**config.mk**
```make
export PLATFORM = sky130hd
export DESIGN_NAME = exp_level_filter
export DESIGN_NICKNAME = d
export VERILOG_FILES = /design/src/rtl/exp_level_filter.sv
export SDC_FILE = /design/constraint.sdc
export NUM_CORES = 1
export LEC_CHECK = 0
export ABC_AREA = 1
export BUFFER_PORTS_ARGS = -buffer_cell sky130_fd_sc_hd__buf_4
export CORE_AREA = 2 2 80 82
export DETAILED_ROUTE_END_ITERATION = 8
export DIE_AREA = 0 0 82 84
export GPL_TIMING_DRIVEN = 1
export PLACE_DENSITY_LB_ADDON = 0.1
export SLEW_MARGIN = 10
export SYNTH_ARGS = -nofsm -noshare
export SYNTH_HDL_FRONTEND = slang
export SYNTH_SLANG_ARGS = --single-unit
```
**constraint.sdc**
```tcl
create_clock -name clk -period 2.29 [get_ports clk]
set_clock_uncertainty 0.15 [all_clocks]
set_input_delay 0.5725 -clock clk [delete_from_list [all_inputs] [get_ports clk]]
set_output_delay 0.5725 -clock clk [all_outputs]
set_load 0.01 [all_outputs]
```
**src/rtl/exp_level_filter.sv**
```systemverilog
module exp_level_filter #(
  parameter int W = 8
) (
  input  logic         clk,
  input  logic         rst_n,
  input  logic [W-1:0] pin_in,
  input  logic [1:0]   bus_addr,
  input  logic         bus_we,
  input  logic [W-1:0] bus_wdata,
  output logic [W-1:0] bus_rdata,
  output logic [W-1:0] port_q
);
  localparam int PRE_W = 7;
  localparam logic [1:0] A_EN = 2'd0, A_MODE = 2'd1, A_DATA = 2'd2, A_SEL = 2'd3;

  logic [W-1:0] en_q, mode_q, data_q, s1_q, s2_q, last_q;
  logic [1:0]   sel_q;
  logic [PRE_W-1:0] pre_q, mask;
  logic [1:0]   run_q [W];
  logic         strobe;

  always_ff @(posedge clk) begin
    if (!rst_n) begin
      en_q <= '0; mode_q <= '0; sel_q <= '0;
      s1_q <= '0; s2_q <= '0; pre_q <= '0;
    end else begin
      s1_q  <= pin_in;
      s2_q  <= s1_q;
      pre_q <= pre_q + 1'b1;
      if (bus_we) begin
        case (bus_addr)
          A_EN:    en_q   <= bus_wdata;
          A_MODE:  mode_q <= bus_wdata;
          A_SEL:   sel_q  <= bus_wdata[1:0];
          default: ;
        endcase
      end
    end
  end

  always_comb begin
    case (sel_q)
      2'd0:    mask = 7'd1;
      2'd1:    mask = 7'd7;
      2'd2:    mask = 7'd31;
      default: mask = 7'd127;
    endcase
  end

  assign strobe = &(pre_q | ~mask);

  for (genvar i = 0; i < W; i++) begin : g_pin
    logic same;
    logic [1:0] run_nx;
    assign same   = (run_q[i] != 2'd0) && (s2_q[i] == last_q[i]);
    assign run_nx = !same ? 2'd1 : (run_q[i] == 2'd3 ? 2'd3 : run_q[i] + 2'd1);

    always_ff @(posedge clk) begin
      if (!rst_n) begin
        run_q[i] <= 2'd0; last_q[i] <= 1'b0; data_q[i] <= 1'b0;
      end else if (!en_q[i]) begin
        run_q[i]  <= 2'd0;
        data_q[i] <= s2_q[i];
      end else if (strobe) begin
        run_q[i]  <= run_nx;
        last_q[i] <= s2_q[i];
        if (s2_q[i] != mode_q[i] || run_nx == 2'd3)
          data_q[i] <= s2_q[i];
      end
    end
  end

  always_comb begin
    case (bus_addr)
      A_EN:    bus_rdata = en_q;
      A_MODE:  bus_rdata = mode_q;
      A_DATA:  bus_rdata = data_q;
      default: bus_rdata = {{(W-2){1'b0}}, sel_q};
    endcase
  end

  assign port_q = data_q;
endmodule

```
; ---- Word level (Yosys, flattened, before mapping)
; Memory sizes are Yosys's and may differ from the RTL's.
; Cells that the tools add are included.
[op_classes]
eq_ne = 53
bitwise_logic = 18
reduce_logical = 46
addsub = 9
mux = 108
[op_table]
columns = operator, n
row1 = 1-bit 2-to-1 mux, 74
row2 = 2-bit 2-to-1 mux, 32
row3 = 8-bit AND reduction, 8
row4 = 2-bit equality test (second input constant), 19
row5 = 2-bit by 1-bit inequality test with 1-bit output (second input constant), 16
row6 = 8-bit one-hot mux with 3 select lines, 1
row7 = 2-bit AND reduction, 11
row8 = 7-bit one-hot mux with 3 select lines, 1
row9 = 2-bit by 1-bit adder with 2-bit output (second input constant), 8
row10 = 1-bit OR, 16
row11 = 2-bit nonzero test, 8
row12 = 1-bit equality test, 8
row13 = 1-bit logical AND, 8
row14 = 1-bit logical OR, 8
row15 = 1-bit inequality test, 8
row16 = 7-bit by 1-bit adder with 7-bit output (second input constant), 1
row17 = 7-bit NOT, 1
row18 = 7-bit OR, 1
row19 = 7-bit AND reduction, 1
row20 = 2-bit by 1-bit equality test with 1-bit output (second input constant), 2
row21 = 2-bit zero test, 2
[word_totals]
mem_count = 1
register_bits = 57
word_cells = 257
in_bits = 21
output_inout_bits = 16
mem_bits_rw = 16
[mem_list]
columns = name, words, word_bits, read_ports, rd_clocked_by_memory_dff, write_ports, line_no
row1 = run_q, 8, 2, 8, 0, 8, 19  ; logic [1:0] run_q [W];

; ---- Longest topological paths before layout
; Gate-level depths: netlist of the first run.
[logic_depth]
word_depth = 10
mapped_depth = 10

; ---- Worst setup path after synthesis of the first run
; No wires, ideal clock.
[synth_path]
kind = input-to-output
start = input bus_addr[1]
end = output bus_rdata[0]
arrival_time_ns = 1.197
stages = 6
t_required_ns = 1.567
path_buffers = 0
slack_ns = 0.370
cell_sequence = inv_1 > nor2_1 > nand2_1 > o21ai_0 > a21oi_1 > o21ai_0
[synth_between]
elab_chain_cells = 2
[synth_lines]
columns = item, line_no
row1 = from (decl), 7  ; input logic [1:0] bus_addr,
row2 = "2-bit equality test, or another cell as far along", 74  ; case (bus_addr)
row3 = 8-bit one-hot mux with 3 select lines (*), 74
row4 = to (decl), 10  ; output logic [W-1:0] bus_rdata,
; Mark *: on every way between the ends. The rest lies on a longest branch, timed or not.

; ---- Worst setup path in the final report of the first run
[layout_path]
start = input bus_addr[1]
end = output bus_rdata[7]
; Same word-level chain as after synthesis.

==> impl_metrics.ini, run 1 <==
[outcome]
status = complete, no violations

[die]
die_h_um = 84
dieArea_um2 = 6890
rows = 29
core-area_um2 = 6100
die_x_um = 82
initial_utilization = 0.531
io_pins = 37

[sta]
final.setup.tns_ps = 0
maxSlewHeadroom = 0.654
setup_viol = 0
fin_crit_sh = 0.958
tightest_slew_ps = 518
maxSlewViolCount = 0
max_freq_ghz = 0.456
period_needed_ps = 2190
report.final.hold_viol_count = 0
fin_ws_ps = 95.4
rsz0062_at_grt = true

[global_routing]
grt_busiest_layer = met2
met1_usage = 0.299
grt_pass1_vias = 2542
gr-usage-met3 = 0.0379
met2_usage = 0.327
grt_usage = 0.215
grt_overflow = 0
antenna_found_initial = 0
grt_pass1_wl_mm = 11.4
grt_max_degree = 43

[clock_network]
clock_latency_ps = 340
cts_tree = done
cts_setup_buffers = 0
cts_buffers = 9
cts_max_level = 3
path_clk_slew_ps = 80
cts_buffer_depth = 2
cts.sinks = 73
cts_root_buf = clkbuf_8
cts_hold_buf = 0

[power]
swShare = 0.243
seqPwrFrac = 0.502
p_comb_frac = 0.101
leakage_nw = 1.60
internal-power_w = 0.00213
p_sw_w = 0.000684
p_clk_frac = 0.396
p_per_area_nw_per_um2 = 736
peakVddDrop_uv = 460

[setup_path]
ff2ff_path_depth = 6
worstPathMaxFanout = 6
critPathArrivalTime_ps = 1470
crit_path_end_kind = primary output
reg2reg_from = pre_q[0]
cp-start-kind = input port
cp_data_required_time_ps = 1570
worst-setup-path-type = in -> out
setup.worst_path.start = bus_addr[1]

[layout]
fin_nets = 471
area_delta_synth_final_pct = 18.2
fillers = 526
drive_gt1_frac = 0.163
num_antenna_cells = 0

[route]
ant_nets = 0
vias = 2720
drt-total-wl_mm = 6.62
drtIter0Drc = 95
via_per_inst = 5.12
drc = 0
wl_per_cell_um = 12.5
first_pass_iters = 4

[job]
maxCapViolations = 0

[min_path]
holdPathStages = 3
worstHoldStart = pin_in[7]
hold_path_class = in -> reg

[yosys]
avgSynthCellArea_um2 = 7.92
synth_top_area_frac = 0.352
synthFlopType = dfxtp_1
yosys.area.top_type = dfxtp_1
synth_edf_count = 16
syn-num-nets = 431
yosysSeqAreaShare = 0.501
syn_area_um2 = 3240
syn_inst = 409
synth_common_cells = 74 x nand2_1, 59 x inv_1, 57 x dfxtp_1, 37 x a21oi_1, 37 x nor2_1
synth_most_common_cell = nand2_1
synth-async-reset-ratio = 0
synth_cell_types = 26
yosys_warnings = 0
ys_ff_latch = 73
synthTopCellsByArea = dfxtp_1 35%, edfxtp_1 15%, nand2_1 8.6%

[place]
gp_congestion = 0.759
dp_hpwl_mm = 4.59
port_buffers = 36
dp_slack_ps = 20.6
==> worst max-delay path, stage by stage <==
cell	delay (ps)
buf_4	130
nor2_1	150
inv_1	170
o221ai_1	280
buf_4	170
==> area by class of cell <==
cell class                      instances  area (µm²)  area share
Sequential cell                        73        1620       0.424
Multi-Input combinational cell        264        1340       0.350
Timing Repair Buffer                   41         320      0.0837
Inverter                               60         228      0.0595
Clock buffer                           11         141      0.0369
Tap cell                               77        96.3      0.0252
Clock inverter                          5        78.8      0.0206
==> routing by layer <==
| layer | vias up | wire (µm) | part of all wire |
|---|---|---|---|
| met4 | 0 | 29 | 0.0044 |
| met3 | 2 | 296 | 0.045 |
| met2 | 52 | 3150 | 0.48 |
| met1 | 1237 | 3140 | 0.47 |
| li1 | 1429 | - | - |
| met5 | - | 0 | 0 |
==> placed cells by master, fill, tap and decap left out, drive strengths merged <==
cell type  instances
a31oi              1
clkbuf            11
nand2             85
xor2               1
nor3               9
nand3             35
o221ai             6
nor2              37
ha                 1
a21oi             37
dfxtp             57
clkinv             3
inv               60
or3                1
nand4              6
o211ai             7
o21ai             24
xnor2              7
bufinv             2
edfxtp            16
buf               41
nor3b              7
==> registers in the layout, indices dropped and copies added, names as in the netlist <==
signal / cells
s1_q: 8
s2_q: 8
mode_q: 8
port_q: 8
sel_q: 2
en_q: 8
last_q: 8
pre_q: 7
run_q: 16
==> path summary, 6_finish.rpt <==
path / to / slack, ps
max: bus_rdata[7] / 100
min: s1_q[7] / 260
max reg2reg: run_q[0][0] / 600
min reg2reg: s2_q[5] / 260
==> power by group through the flow <==
stage	logic (W)	clock network, W	registers [W]
after floorplan	0.000182	0	0.00144
after global placement	0.000277	0	0.00144
after detailed placement	0.000283	0	0.00145
after CTS	0.000284	0.00114	0.00142
after global routing	0.000324	0.00120	0.00142
final	0.000286	0.00112	0.00142
==> cells by family after synthesis <==
logic type / count (synthesis) / share of synthesized area
and+or+nand+nor: 180 / 0.255
AOI/OAI and AO/OA: 75 / 0.129
DFF: 73 / 0.501
buffers and inverters: 72 / 0.0900
xor gates and xnor gates: 8 / 0.0216
adders and majority gates: 1 / 0.00386
==> what timing repair did <==
item	in CTS	in global routing
endpoints found under the setup margin	0	4
endpoints found under the hold margin	0	0
resized for setup	0	5
==> per-stage QoR <==
stage	power, W	util	area, µm²	hold slack, ps	std cells
2_1_floorplan	0.00162	-	3240	240	409
3_3_place_gp	0.00172	0.589	3590	242	515
3_5_place_dp	0.00173	0.589	3590	249	515
4_1_cts	0.00284	0.625	3810	248	531
5_1_grt	0.00295	0.628	3830	257	531
6_report	0.00282	0.628	3830	256	531
(Power assumes the default switching activity.)
==> run 2, diff against run 1 <==
--- a/config.mk
+++ b/config.mk
@@ -7,9 +7,11 @@
 export LEC_CHECK = 0
 export ABC_AREA = 1
 export BUFFER_PORTS_ARGS = -buffer_cell sky130_fd_sc_hd__buf_4
-export CORE_AREA = 2 2 80 82
+export CELL_PAD_IN_SITES_DETAIL_PLACEMENT = 0
+export CELL_PAD_IN_SITES_GLOBAL_PLACEMENT = 2
+export CORE_AREA = 2 2 97 99
 export DETAILED_ROUTE_END_ITERATION = 8
-export DIE_AREA = 0 0 82 84
+export DIE_AREA = 0 0 99 101
 export GPL_TIMING_DRIVEN = 1
 export PLACE_DENSITY_LB_ADDON = 0.1
 export SLEW_MARGIN = 10
==> impl_metrics.ini, run 2 (synthesis results as in run 1) <==
[outcome]
status = complete, no violations

[die]
die_x_um = 99
rows = 35
die_h_um = 101
initial_utilization = 0.361
dieArea_um2 = 10000
core-area_um2 = 8980
io_pins = 37

[layout]
regMostFlops = run_q
fin_area_um2 = 3860
num_antenna_cells = 0
final_util = 0.430
fin_nets = 471
mostFrequentLayoutCells = 74 x nand2_1, 58 x inv_1, 57 x dfxtp_1, 41 x buf_4
layout_commonest_cell = nand2_1
area_delta_synth_final_pct = 19.2
drive_gt1_frac = 0.159
largest_reg_flops = 16

[setup_path]
setup.worst_path.start = bus_addr[1]
crit_path_max_incr_delay_ps = 270
critical_path.most_common_cell = buf_4
worst-setup-path-type = in -> out
crit_chain = buf_4 > nor2_1 > buf_4 > inv_1 > o221ai_1 > buf_4
crit_path_end_kind = primary output
critPathArrivalTime_ps = 1500
cp_data_required_time_ps = 1570
cp_slowest_cell = o221ai_1
worstPathMaxFanout = 6
cp-start-kind = input port
reg2reg_from = pre_q[0]
reg2reg_slack_ps = 550

[global_routing]
grt_overflow = 0
antenna_found_initial = 0
grt_max_degree = 57
grt_pass1_vias = 2478
grt_usage = 0.156
grt_pass1_wl_mm = 12.1

[sta]
max_freq_ghz = 0.450
tightest_slew_ps = 574
setup_viol = 0
maxSlewViolCount = 0
fin_crit_sh = 0.970
rsz0062_at_grt = false
maxSlewHeadroom = 0.618
final.setup.tns_ps = 0
report.final.hold_viol_count = 0
period_needed_ps = 2220
holdWs_ps = 256

[route]
top_layer_used = met4
ant_nets = 0
drtIter0Drc = 121
drc = 0
vias = 2674
drt-met1-wl_mm = 3.75
met3WireLength_um = 210
via_per_inst = 4.73
route.met2.wl_mm = 3.17
drt-total-wl_mm = 7.24
wl_per_cell_um = 12.8
first_pass_iters = 4

[place]
port_buffers = 36
dp_hpwl_mm = 5.08
gp_congestion = 0.721
postPlaceCellArea_um2 = 3620

[clock_network]
cts_tree = done
cts_root_buf = clkbuf_8
cts_hold_buf = 0
clock_latency_ps = 350
path_clk_slew_ps = 80
cts_max_level = 3
cts_buffers = 9
cts.sinks = 73
cts_buffer_depth = 2

[power]
p_per_area_nw_per_um2 = 757
leakage_nw = 1.61
finalPower_w = 0.00293
peakVddDrop_uv = 292

[min_path]
worstHoldStart = pin_in[4]
hold_path_class = in -> reg

[job]
maxCapViolations = 0
-- run 2: changes by cell type in the layout (fill, tap and decap cells not counted), sizes merged --
cell / change
bufinv: +1
clkbuf: -1
-- run 2: final timing paths --
| kind | to | depth (start not counted) |
|---|---|---|
| worst max-delay path | bus_rdata[7] | 6 |
| worst min-delay path | s1_q[4] | 3 |
| worst max register to register | run_q[0][0] | 6 |
| worst min register to register | s2_q[0] | 2 |
-- run 2: critical path: cells and delay by family --
kind	cells	cell delay [ps]
buf+inv	4	560
compound gates	1	270
simple gates	1	90
-- run 2: routing by layer --
metal	vias to the layer above	GRT usage
met2	43	0.242
met1	1197	0.210
met4	0	0.0727
met3	9	0.0305
met5	-	0
li1	1425	-
-- run 2: repair_timing --
action                     4_1_cts  5_1_grt
setup endpoints to repair        2        1
buffers inserted                 0        0
gates resized for setup          1        1
gates cloned                     0        0
-- run 2: area by class of cell --
cell class	instances	area, µm²
Tap cell	111	139
Fill cell	952	5110
Inverter	60	225
Clock buffer	10	138
Clock inverter	6	105
Sequential cell	73	1620
Timing Repair Buffer	41	308
Multi-Input combinational cell	264	1330
-- run 2: power by group --
part | internal (W) | switching (W)
Sequential | 0.00137 | 0.0000474
Clock | 0.000748 | 0.000477
Combinational | 0.000119 | 0.000164
-- run 2: metrics by stage --
step	setup WS (ps)	cells
6_report	69.1	565
5_1_grt	2.19	565
4_1_cts	54.5	565
3_5_place_dp	-22.4	549
3_3_place_gp	34.5	549
2_1_floorplan	370	409
==> run 3, diff against run 2 <==
==> constraint.sdc (replaced) <==
create_clock -name clk -period 2.29 [get_ports clk]
set_clock_uncertainty 0.15 [all_clocks]
set_input_delay 0.3435 -clock clk [delete_from_list [all_inputs] [get_ports clk]]
set_output_delay 0.3435 -clock clk [all_outputs]
set_load 0.1 [all_outputs]
==> impl_metrics.ini, run 3 (synthesis results as in run 1) <==
[setup_path]
cp-start-kind = input port
crit_path_max_incr_delay_ps = 340
cp_num_buf_inv = 3
crit_path_end_kind = primary output
critical_path.most_common_cell = buf_4
crit_chain = buf_4 > nor2_1 > inv_1 > o221ai_1 > buf_4
cp_slowest_cell = buf_4
worst-setup-path-type = in -> out
cp_data_required_time_ps = 1800
worstPathMaxFanout = 6
critPathArrivalTime_ps = 1550
cpLargestDelayFamily = buffers and inverters

[die]
rows = 35
initial_utilization = 0.361
core-area_um2 = 8980
die_x_um = 99
dieArea_um2 = 10000
die_h_um = 101
io_pins = 37

[place]
dp_hpwl_mm = 5.13
postPlaceCellArea_um2 = 3620
gp_congestion = 0.736
port_buffers = 36

[sta]
rsz0062_at_grt = false
setup_viol = 0
maxSlewViolCount = 0
report.final.hold_viol_count = 0
final.setup.tns_ps = 0
fin_crit_sh = 0.892
max_freq_ghz = 0.489
maxSlewHeadroom = 0.619
period_needed_ps = 2040
tightest_slew_ps = 570
holdWs_ps = 23.7

[global_routing]
grt_max_degree = 38
antenna_found_initial = 0
grt_pass1_vias = 2657
grt_overflow = 0
grt_usage = 0.160
grt_pass1_wl_mm = 12.6

[power]
p_per_area_nw_per_um2 = 749
peakVddDrop_uv = 267
leakage_nw = 1.59

[outcome]
status = complete, no violations

[clock_network]
cts_tree = done
clock_latency_ps = 350
cts.sinks = 73
cts_resized = 0
cts_buffers = 9
path_clk_slew_ps = 80
cts_max_level = 3
cts_setup_buffers = 0
cts_buffer_depth = 2
cts_root_buf = clkbuf_8
cts_hold_buf = 0

[route]
drt-total-wl_mm = 7.32
wl_per_cell_um = 13.0
ant_nets = 0
via_per_inst = 4.81
first_pass_iters = 4
vias = 2710
drc = 0
drtIter0Drc = 91

[layout]
ff_latch_area_um2 = 1620
drive_gt1_frac = 0.153
fin_area_um2 = 3830
final_util = 0.427
mostFrequentLayoutCells = 74 x nand2_1, 59 x inv_1, 57 x dfxtp_1, 38 x buf_4
fin_nets = 469
regMostFlops = run_q
area_delta_synth_final_pct = 18.3
num_antenna_cells = 0
largest_reg_flops = 16
multi_input_comb_area_um2 = 1330
fillers = 942
layout_commonest_cell = nand2_1

[min_path]
hold_path_class = in -> reg

[job]
maxCapViolations = 0
## run 3: power breakdown
| group | switching, W | leakage (nW) | internal, W |
|---|---|---|---|
| Sequential | 0.0000476 | 0.661 | 0.00137 |
| Clock | 0.000484 | 0.110 | 0.000554 |
| Combinational | 0.000294 | 0.816 | 0.000121 |
## run 3: metrics by stage
stage          total power (W)  worst slack [ps]  instances
2_1_floorplan          0.00175              -351        409
3_3_place_gp           0.00187               257        547
3_5_place_dp           0.00187               250        547
4_1_cts                0.00292               246        563
5_1_grt                0.00301               181        563
6_report               0.00287               246        563
## run 3: cell type report
class | instances | share of cell area
Sequential cell | 73 | 0.423
Multi-Input combinational cell | 264 | 0.347
Timing Repair Buffer | 39 | 0.0797
Inverter | 60 | 0.0588
Clock buffer | 13 | 0.0500
Tap cell | 111 | 0.0363
Clock inverter | 3 | 0.00490
## run 3: worst register-to-register path: cells and delay by family (launching register included)
family	cells	cell delay, ps
flip-flops	1	420
AND/OR/NAND/NOR	6	1040
## run 3: routing by layer
metal / share of wire / vias to the layer above / wire length (µm) / global-route usage
met1: 0.49 / 1251 / 3580 / 0.204
met4: 0.018 / 0 / 134 / 0.0664
li1: - / 1417 / - / -
met5: 0 / - / 0 / 0
met2: 0.47 / 30 / 3410 / 0.266
met3: 0.026 / 12 / 192 / 0.0305
## run 3: worst paths after layout
path	startpoint	to	slack, ps	cells after the start
worst min register to register	s1_q[0]	s2_q[0]	260	2
worst max-delay path	bus_addr[1]	bus_rdata[5]	250	5
worst max register to register	pre_q[0]	run_q[0][0]	540	6
worst min-delay path	pin_in[3]	s1_q[3]	20	3
